[src/rtl/lts_pkg.sv]
package lts_pkg;
  // clock edges spent in the two-flop synchroniser before an edge is visible
  localparam int SYNC_STAGES = 2;

  typedef enum logic {
    HD_EDGE_FALL = 1'b0,
    HD_EDGE_RISE = 1'b1
  } hd_edge_e;

  typedef struct packed {
    logic ext_sel;
    logic ext_pol;
    logic mask_lvl;
  } blank_cfg_t;
endpackage

[src/rtl/lts_sync_edge.sv]
module lts_sync_edge #(
  parameter int             N       = 2,
  parameter logic [N-1:0]   RST_VAL = '1
) (
  input  logic         clk,
  input  logic         rst,
  input  logic [N-1:0] din,
  output logic [N-1:0] fall,
  output logic [N-1:0] rise
);
  logic [N-1:0] meta_q, sync_q, hist_q;

  for (genvar g = 0; g < N; g++) begin : g_ch
    always_ff @(posedge clk) begin
      if (rst) begin
        meta_q[g] <= RST_VAL[g];
        sync_q[g] <= RST_VAL[g];
        hist_q[g] <= RST_VAL[g];
      end else begin
        meta_q[g] <= din[g];
        sync_q[g] <= meta_q[g];
        hist_q[g] <= sync_q[g];
      end
    end
    assign fall[g] = hist_q[g] & ~sync_q[g];
    assign rise[g] = ~hist_q[g] & sync_q[g];
  end
endmodule

[src/rtl/lts_hcount.sv]
module lts_hcount #(
  parameter int PIX_W    = 12,
  parameter int SYNC_DLY = 7
) (
  input  logic             clk,
  input  logic             rst,
  input  logic             hedge,
  output logic [PIX_W-1:0] pix_cnt,
  output logic             line_strobe
);
  // the synchroniser already consumed SYNC_STAGES of the delay
  localparam int LOAD = SYNC_DLY - lts_pkg::SYNC_STAGES;
  localparam int DW   = $clog2(LOAD + 1);

  logic [DW-1:0] dly_q;

  assign line_strobe = (dly_q == DW'(1));

  always_ff @(posedge clk) begin
    if (rst) begin
      dly_q   <= '0;
      pix_cnt <= '0;
    end else begin
      if (hedge)
        dly_q <= DW'(LOAD);
      else if (dly_q != '0)
        dly_q <= dly_q - DW'(1);

      if (line_strobe)
        pix_cnt <= '0;
      else
        pix_cnt <= pix_cnt + PIX_W'(1);
    end
  end
endmodule

[src/rtl/lts_vline.sv]
module lts_vline #(
  parameter int LINE_W = 11,
  parameter int NREG   = 4
) (
  input  logic                          clk,
  input  logic                          rst,
  input  logic                          vd_fall,
  input  logic                          line_strobe,
  input  logic [(NREG-1)*LINE_W-1:0]    line_start,
  output logic [LINE_W-1:0]             line_cnt,
  output logic [$clog2(NREG)-1:0]       region
);
  localparam int RW = $clog2(NREG);

  logic [LINE_W-1:0] start_at [NREG];
  logic [RW-1:0]     sel;

  assign start_at[0] = '0;
  for (genvar g = 1; g < NREG; g++) begin : g_start
    assign start_at[g] = line_start[(g-1)*LINE_W +: LINE_W];
  end

  always_comb begin
    sel = '0;
    for (int i = 0; i < NREG; i++)
      if (line_cnt >= start_at[i]) sel = RW'(i);
  end

  always_ff @(posedge clk) begin
    if (rst) begin
      line_cnt <= '0;
      region   <= '0;
    end else begin
      if (vd_fall)
        line_cnt <= '0;
      else if (line_strobe && line_cnt != '1)
        line_cnt <= line_cnt + LINE_W'(1);
      region <= sel;
    end
  end
endmodule

[src/rtl/lts_hout.sv]
module lts_hout #(
  parameter int PIX_W = 12,
  parameter int NREG  = 4
) (
  input  logic                       clk,
  input  logic                       rst,
  input  logic [PIX_W-1:0]           pix_cnt,
  input  logic [$clog2(NREG)-1:0]    region,
  input  logic                       ext_in,
  input  lts_pkg::blank_cfg_t        bcfg,
  input  logic [NREG*PIX_W-1:0]      win_begin,
  input  logic [NREG*PIX_W-1:0]      win_end,
  output logic                       hblank,
  output logic                       h1_force,
  output logic                       h1_level
);
  logic [PIX_W-1:0] wb [NREG];
  logic [PIX_W-1:0] we [NREG];
  logic             in_win, ext_act;

  for (genvar g = 0; g < NREG; g++) begin : g_win
    assign wb[g] = win_begin[g*PIX_W +: PIX_W];
    assign we[g] = win_end[g*PIX_W +: PIX_W];
  end

  always_comb begin
    in_win  = (pix_cnt >= wb[region]) && (pix_cnt < we[region]);
    ext_act = (ext_in == bcfg.ext_pol);
  end

  always_ff @(posedge clk) begin
    if (rst) begin
      hblank   <= 1'b0;
      h1_force <= 1'b0;
      h1_level <= 1'b0;
    end else begin
      hblank   <= bcfg.ext_sel ? ext_act : in_win;
      h1_force <= bcfg.ext_sel & ext_act;
      h1_level <= bcfg.ext_sel & ext_act & bcfg.mask_lvl;
    end
  end
endmodule

[src/rtl/lts_gain.sv]
module lts_gain (
  input  logic       clk,
  input  logic       rst,
  input  logic       line_strobe,
  input  logic       vd_fall,
  output logic [1:0] gain_phase
);
  logic pix_ph, line_ph;

  always_ff @(posedge clk) begin
    if (rst) begin
      pix_ph  <= 1'b0;
      line_ph <= 1'b0;
    end else begin
      pix_ph <= line_strobe ? 1'b0 : ~pix_ph;
      if (vd_fall)
        line_ph <= 1'b0;
      else if (line_strobe)
        line_ph <= ~line_ph;
    end
  end

  assign gain_phase = {line_ph, pix_ph};
endmodule

[src/rtl/line_timing_seq.sv]
module line_timing_seq #(
  parameter int PIX_W    = 12,
  parameter int LINE_W   = 11,
  parameter int NREG     = 4,
  parameter int SYNC_DLY = 7
) (
  input  logic                        clk,
  input  logic                        rst,
  input  logic                        hd_in,
  input  logic                        vd_in,
  input  logic                        ext_blank_in,
  input  logic                        cfg_hd_edge,
  input  logic                        cfg_blank_src,
  input  logic                        cfg_ext_pol,
  input  logic                        cfg_h1_mask,
  input  logic [(NREG-1)*LINE_W-1:0]  cfg_region_line,
  input  logic [NREG*PIX_W-1:0]       cfg_blank_begin,
  input  logic [NREG*PIX_W-1:0]       cfg_blank_end,
  output logic [PIX_W-1:0]            pix_cnt,
  output logic [LINE_W-1:0]           line_cnt,
  output logic [$clog2(NREG)-1:0]     region,
  output logic                        hblank,
  output logic                        h1_force,
  output logic                        h1_level,
  output logic [1:0]                  gain_phase
);
  import lts_pkg::*;

  logic [1:0]  s_fall, s_rise;
  logic        hedge, vd_fall, h_strobe;
  blank_cfg_t  bcfg;

  lts_sync_edge #(.N(2), .RST_VAL(2'b11)) u_sync (
    .clk (clk), .rst (rst), .din ({vd_in, hd_in}),
    .fall(s_fall), .rise(s_rise)
  );

  assign hedge   = (hd_edge_e'(cfg_hd_edge) == HD_EDGE_RISE) ? s_rise[0] : s_fall[0];
  assign vd_fall = s_fall[1];

  lts_hcount #(.PIX_W(PIX_W), .SYNC_DLY(SYNC_DLY)) u_hcnt (
    .clk(clk), .rst(rst), .hedge(hedge),
    .pix_cnt(pix_cnt), .line_strobe(h_strobe)
  );

  lts_vline #(.LINE_W(LINE_W), .NREG(NREG)) u_vline (
    .clk(clk), .rst(rst), .vd_fall(vd_fall), .line_strobe(h_strobe),
    .line_start(cfg_region_line), .line_cnt(line_cnt), .region(region)
  );

  assign bcfg = '{ext_sel: cfg_blank_src, ext_pol: cfg_ext_pol, mask_lvl: cfg_h1_mask};

  lts_hout #(.PIX_W(PIX_W), .NREG(NREG)) u_hout (
    .clk(clk), .rst(rst), .pix_cnt(pix_cnt), .region(region),
    .ext_in(ext_blank_in), .bcfg(bcfg),
    .win_begin(cfg_blank_begin), .win_end(cfg_blank_end),
    .hblank(hblank), .h1_force(h1_force), .h1_level(h1_level)
  );

  lts_gain u_gain (
    .clk(clk), .rst(rst), .line_strobe(h_strobe), .vd_fall(vd_fall),
    .gain_phase(gain_phase)
  );
endmodule

[config.mk]
export PLATFORM = sky130hd
export DESIGN_NAME = line_timing_seq
export DESIGN_NICKNAME = d
export VERILOG_FILES = /design/src/rtl/lts_pkg.sv /design/src/rtl/lts_sync_edge.sv /design/src/rtl/lts_hcount.sv /design/src/rtl/lts_vline.sv /design/src/rtl/lts_hout.sv /design/src/rtl/lts_gain.sv /design/src/rtl/line_timing_seq.sv
export SDC_FILE = /design/constraint.sdc
export NUM_CORES = 1
export LEC_CHECK = 0
export ABC_AREA = 1
export BUFFER_PORTS_ARGS = -buffer_cell sky130_fd_sc_hd__buf_2
export CAP_MARGIN = 5
export CORE_MARGIN = 2
export CORE_UTILIZATION = 45
export DETAILED_ROUTE_END_ITERATION = 12
export GPL_TIMING_DRIVEN = 0
export MAX_ROUTING_LAYER = met4
export PLACE_DENSITY = 0.84
export SYNTH_ARGS = -nofsm -noshare
export SYNTH_HDL_FRONTEND = slang
export SYNTH_SLANG_ARGS = --single-unit
[constraint.sdc]
create_clock -name clk -period 2.6 [get_ports clk]
set_input_delay 0.13 -clock clk [delete_from_list [all_inputs] [get_ports clk]]
set_output_delay 0.13 -clock clk [all_outputs]
set_load 0.02 [all_outputs]
# Word-level counts from Yosys, hierarchy flattened
# Cells that the tools add are included.
totals:
  word_cells: 59
  output_inout_bits: 30
  in_bits: 138
  regBits: 39
op_classes:
  order_cmp: 6
  n_eq_ne: 3
  n_reduce_logical: 7
  bitwise_logic: 11
  addsub: 3
  muxes: 13
op_table:
  columns: ["operator", "count"]
  rows:
  - ["binary-select mux 12 bit (select 2 bit)", 2]
  - ["two-way mux 12 bit", 4]
  - [">= comparator 11 bit", 3]
  - ["adder 12 x 1 -> 12 bit (second input constant)", 1]
  - [">= comparator 12 bit", 1]
  - ["< comparator 12 bit", 1]
  - ["adder 11 x 1 -> 11 bit (second input constant)", 1]
  - ["!= test 11 bit (second input constant)", 1]
  - ["two-way mux 3 bit", 2]
  - ["OR reduction 2 bit", 3]
  - ["AND 1 bit", 5]
  - ["NOT 1 bit", 5]
  - ["two-way mux 2 bit", 2]
  - ["equality test 3 x 1 -> 1 bit (second input constant)", 1]
  - [">= comparator 3 bit (second input constant)", 1]
  - ["two-way mux 1 bit", 3]
  - ["NOT 2 -> 3 bit", 1]
  - ["nonzero test 3 bit", 1]
  - ["subtractor 3 x 1 -> 3 bit (second input constant)", 1]
  - ["logical AND 1 bit", 2]
  - ["nonzero test 2 bit", 1]
  - ["equality test 1 bit", 1]

# Longest topological paths before layout
logic_depth:
  depth_word: 7
  mapped_depth: 17

# Hierarchy
# From an unflattened synthesis, not the netlist that was laid out.
unflattened:
  cells_unflattened: 623
  hier_area_um2: 3992.6
by_module_without_submodules:
  columns: ["module", "n_inst", "cells_per_inst", "area_each_um2"]
  rows:
  - ["lts_vline", 1, 247, 1570.3]
  - ["lts_hout", 1, 236, 1398.8]
  - ["lts_hcount", 1, 101, 735.7]
  - ["lts_sync_edge", 1, 25, 191.4]
  - ["lts_gain", 1, 10, 81.3]
  - ["line_timing_seq", 1, 4, 15.0]

# Worst setup path before layout
# Ideal clock, no wire load.
synth_path:
  kind: "register to register"
  startpoint: "register u_vline.region[0]"
  endpoint: "register u_hout.hblank"
  setup_slack_ps: 496
  path_stages_with_launch: 16
  arrival_time_ps: 2044
  setup_ps: 60
  path_cell_list: "dfxtp_1 > buf_2 > buf_2 > a21oi_1 > a32o_1 > ha_1 > nand2_1 > nor2_1 > nand2_1 > nor2_1 > nand2_1 > nand4_1 > nand2_1 > clkinv_1 > nand2_1 > nand2_1"
synth_via:
  elab_chain_cells: 7
  word_cells_on_any_way: 11
  cone_classes: "order compare: 2; mux: 7; bitwise: 1; reduce/logical: 1"
synth_lines:
  columns: ["element", "line_no", "rtl"]
  rows:
  - ["start: declaration", "lts_vline.sv:11", "output logic [$clog2(NREG)-1:0] region"]
  - ["start signal: assignment", "lts_vline.sv:38", "region <= sel;"]
  - ["NOT 2 -> 3 bit (implied by the code) *", "lts_hout.sv:27", "in_win = (pix_cnt >= wb[region]) && (pix_cnt < we[region]);"]
  - ["binary-select mux 12 bit (select 2 bit)", "lts_hout.sv:27", null]
  - ["two-way mux 12 bit (implied by the code) (2 in a row)", "lts_hout.sv:27", null]
  - [">= comparator 12 bit or < comparator 12 bit (tied branches)", "lts_hout.sv:27", null]
  - ["logical AND 1 bit *", "lts_hout.sv:27", null]
  - ["two-way mux 1 bit *", "lts_hout.sv:37", "hblank <= bcfg.ext_sel ? ext_act : in_win;"]
  - ["end signal: assignment", "lts_hout.sv:37", null]
  - ["end: declaration", "lts_hout.sv:13", "output logic hblank,"]
# Every way passes the cells marked *; elsewhere a longest branch is shown, timed or not. The select of a mux whose other input is x is not followed.
# A chain may end at the register's enable or synchronous reset.

# Final worst setup path
layout_path:
  startpoint: "register u_vline.region[1]"
  endpoint: "register u_hout.hblank"
# The elaborated chain is that of the path after synthesis.

==> impl_metrics.json <==
{
  "status": "finished, final reports clean",
  "worstSkewPairLatency_ns": 0.30,
  "die_h_um": 96.2,
  "grt_pass1_wl_um": 17800,
  "required_ns": 2.84,
  "finalMaxSlewViolations": 0,
  "holdBufCountCts": 0,
  "clkTransAtPathRegs_ns": 0.08,
  "setup_viol": 0,
  "track_usage_pct": 24.8,
  "hold_start": "hd_in",
  "hold_violations": 0,
  "holdPathStages": 2,
  "period_share_pct": 93.9,
  "vias": 4597,
  "place_hpwl_um": 9840,
  "root_buffer": "clkbuf_8",
  "cts_num_sinks": 39,
  "r2r_cells": 16,
  "cts-buffers-inserted": 5,
  "dieArea_um2": 9260,
  "synth.cell_area_um2": 3830,
  "numPortBuffers": 167,
  "drive_above_1_share_pct": 26.6,
  "min_period_ns": 2.44,
  "drc": 0,
  "finalSetupTns_ns": 0,
  "antenna_found_initial": 0,
  "skew_ns": 0.00845,
  "grt_pass1_vias": 4151,
  "fmax_mhz": 409,
  "rrSetupSlack_ns": 0.16,
  "vdd_drop_max_mv": 0.431,
  "seqCellArea_um2": 781,
  "slew_headroom_pct": 62.1,
  "grt_overflow": 0,
  "r2r-start": "u_vline.region[1]",
  "hold_path_end": "u_sync.meta_q[0]",
  "syn_avg_cell_area_um2": 6.50,
  "drv_cap": 0,
  "critical_path_class": "flop to flop",
  "power_mw": 1.89,
  "multiInputGateArea_um2": 2650,
  "area_growth_pct": 27.5,
  "wl_um": 11800,
  "yosysSeqAreaShare_pct": 20.4,
  "rows": 33,
  "dieWidth_um": 96.2,
  "drtAntennaViolNets": 0,
  "r2r-end": "u_hout.hblank",
  "wire_per_inst_um": 13.6,
  "cts_buffer_depth": 2,
  "synth_cell_types": 36,
  "ys.flop_type": "dfxtp_1",
  "synth-edff-count": 0,
  "grt_max_degree": 13,
  "power.density_nw_per_um2": 387,
  "critPathMaxFanout": 10,
  "ys_seq_elements": 39,
  "min_path_type": "input port to flop",
  "cts_setup_buffers": 0,
  "cp.arrival_ns": 2.68,
  "coreArea_um2": 8220,
  "syn_nets": 788,
  "ys_warn_count": 0,
  "rsz0062_at_grt": "no",
  "startpoint_type": "flop",
  "cts.htree.levels": 2,
  "start_util_pct": 46.6,
  "cts_tree": "built",
  "fin_nets": 962,
  "async_flop_share_pct": 0,
  "dr.pass1.iters": 5,
  "cp-end-kind": "flop",
  "n_antenna_cell": 0,
  "avgViaCountPerCell": 5.29,
  "tightest_slew_ns": 0.569,
  "p_leak_nw": 2.75,
  "synthCells": 589,
  "finalWeightedCongestion": 0.893,
  "ios": 168,
  "fill_cells": 763,
  "drt-initial-drc-count": 281,
  "ctsResizeCount": 0
}
## state kept, by name (all words and copies together) (netlist names)
signal / cells
u_gain.line_ph: 1
u_gain.pix_ph: 1
u_hcnt.dly_q: 3
u_hcnt.pix_cnt: 12
u_hout.h1_force: 1
u_hout.h1_level: 1
u_hout.hblank: 1
u_sync.hist_q: 2
u_sync.meta_q: 2
u_sync.sync_q: 2
u_vline.line_cnt: 11
u_vline.region: 2
## Yosys cell counts (all sizes together), types with 6 or more instances
master  number  share of area (%)
a32o        22                5.8
nand2      181                 18
nand3       24                3.1
o21ai       16                2.1
ha          61                 20
dfxtp       39                 20
nor2        47                4.9
inv         81                7.9
nand4        8                1.5
buf         13                2.0
or2          6               0.98
xnor2        6                1.4
a21oi       59                8.0
## logic make-up (layout without fill, tap and decap cells)
kind of cell / count (synthesis) / after routing / synth area share (%)
and+or+nand+nor: 276 / 276 / 30.0
xor gates and xnor gates: 7 / 7 / 1.60
buffers and inverters: 100 / 275 / 10.5
AOI/OAI and AO/OA: 106 / 106 / 17.5
DFF: 39 / 39 / 20.4
adders and majority gates: 61 / 61 / 19.9
## critical path, cell delays in order, from the launching register on
cell	delay [ns]
dfxtp_1	0.35
inv_2	0.16
clkbuf_1	0.47
a21oi_1	0.09
a32o_1	0.24
ha_1	0.30
nand2_1	0.07
nand2_1	0.06
nand2_1	0.05
nand2_1	0.06
nand2_1	0.06
nand2_1	0.05
a21oi_1	0.14
nand2_1	0.08
clkinv_1	0.05
nand2_1	0.08
nand2_1	0.06
## cell usage in the layout (no fill, tap or decap), types with 2 or more instances in the layout
| cell | count |
|---|---|
| buf_4 | 2 |
| nand3b_1 | 2 |
| buf_2 | 177 |
| nor2_1 | 45 |
| nor4_1 | 2 |
| clkbuf_1 | 6 |
| or2_2 | 5 |
| inv_1 | 77 |
| o21ai_0 | 10 |
| a21o_1 | 3 |
| nor3_1 | 5 |
| nand2_1 | 180 |
| ha_1 | 61 |
| xnor2_1 | 6 |
| a31oi_1 | 2 |
| dfxtp_1 | 39 |
| o21ai_1 | 6 |
| nand3_1 | 24 |
| a21oi_2 | 3 |
| nand4_1 | 7 |
| a21oi_1 | 56 |
| a32o_1 | 22 |
| clkbuf_8 | 5 |
| inv_2 | 4 |
## worst max-delay path by stage
stage	from	endpoint	slack, ns	cells after the start
floorplan	u_vline.region[0]	u_hout.hblank	0.50	15
global placement	u_vline.region[0]	u_hout.hblank	0.36	15
detailed placement	u_vline.region[1]	u_hout.hblank	0.26	16
CTS	u_vline.region[1]	u_hout.hblank	0.25	16
global route	u_vline.region[1]	u_hout.hblank	0.04	16
finish	u_vline.region[1]	u_hout.hblank	0.16	16
## power breakdown
group | internal [mW] | total (mW) | switching (mW)
logic | 0.323 | 0.756 | 0.433
registers | 0.662 | 0.729 | 0.0671
clock network | 0.187 | 0.404 | 0.216
total | 1.17 | 1.89 | 0.717
## routing by layer
metal	part of all wire, %	wire (um)	vias to the layer above	global-route usage [%]
met1	40	4710	2050	28.4
met3	8.8	1030	40	3.99
li1	-	-	2295	-
met4	2.7	316	0	9.29
met2	49	5730	212	43.3
met5	0	0	-	-
## metrics by stage
step | setup WS (ns) | instances | utilization [%] | hold WS (ns) | instance area, um^2
finish | 0.158 | 869 | 59.4 | 0.00647 | 4880
global route | 0.0414 | 869 | 59.4 | 0.0118 | 4880
CTS | 0.248 | 869 | 59.4 | 0.00380 | 4880
detailed placement | 0.262 | 861 | 58.4 | 0.315 | 4800
global placement | 0.358 | 861 | 58.4 | 0.317 | 4800
floorplan | 0.496 | 589 | - | 0.234 | 3830
## cell type report
cell class / instances / area share [%]
buffer: 18 / 1.95
clock buffer: 6 / 1.49
clock inverter: 2 / 0.256
inverter: 82 / 6.31
multi-input combinational: 450 / 54.2
sequential: 39 / 16.0
tap: 105 / 2.69
timing repair buffer: 167 / 17.1
Note: power is estimated with default switching activity, not from simulation.
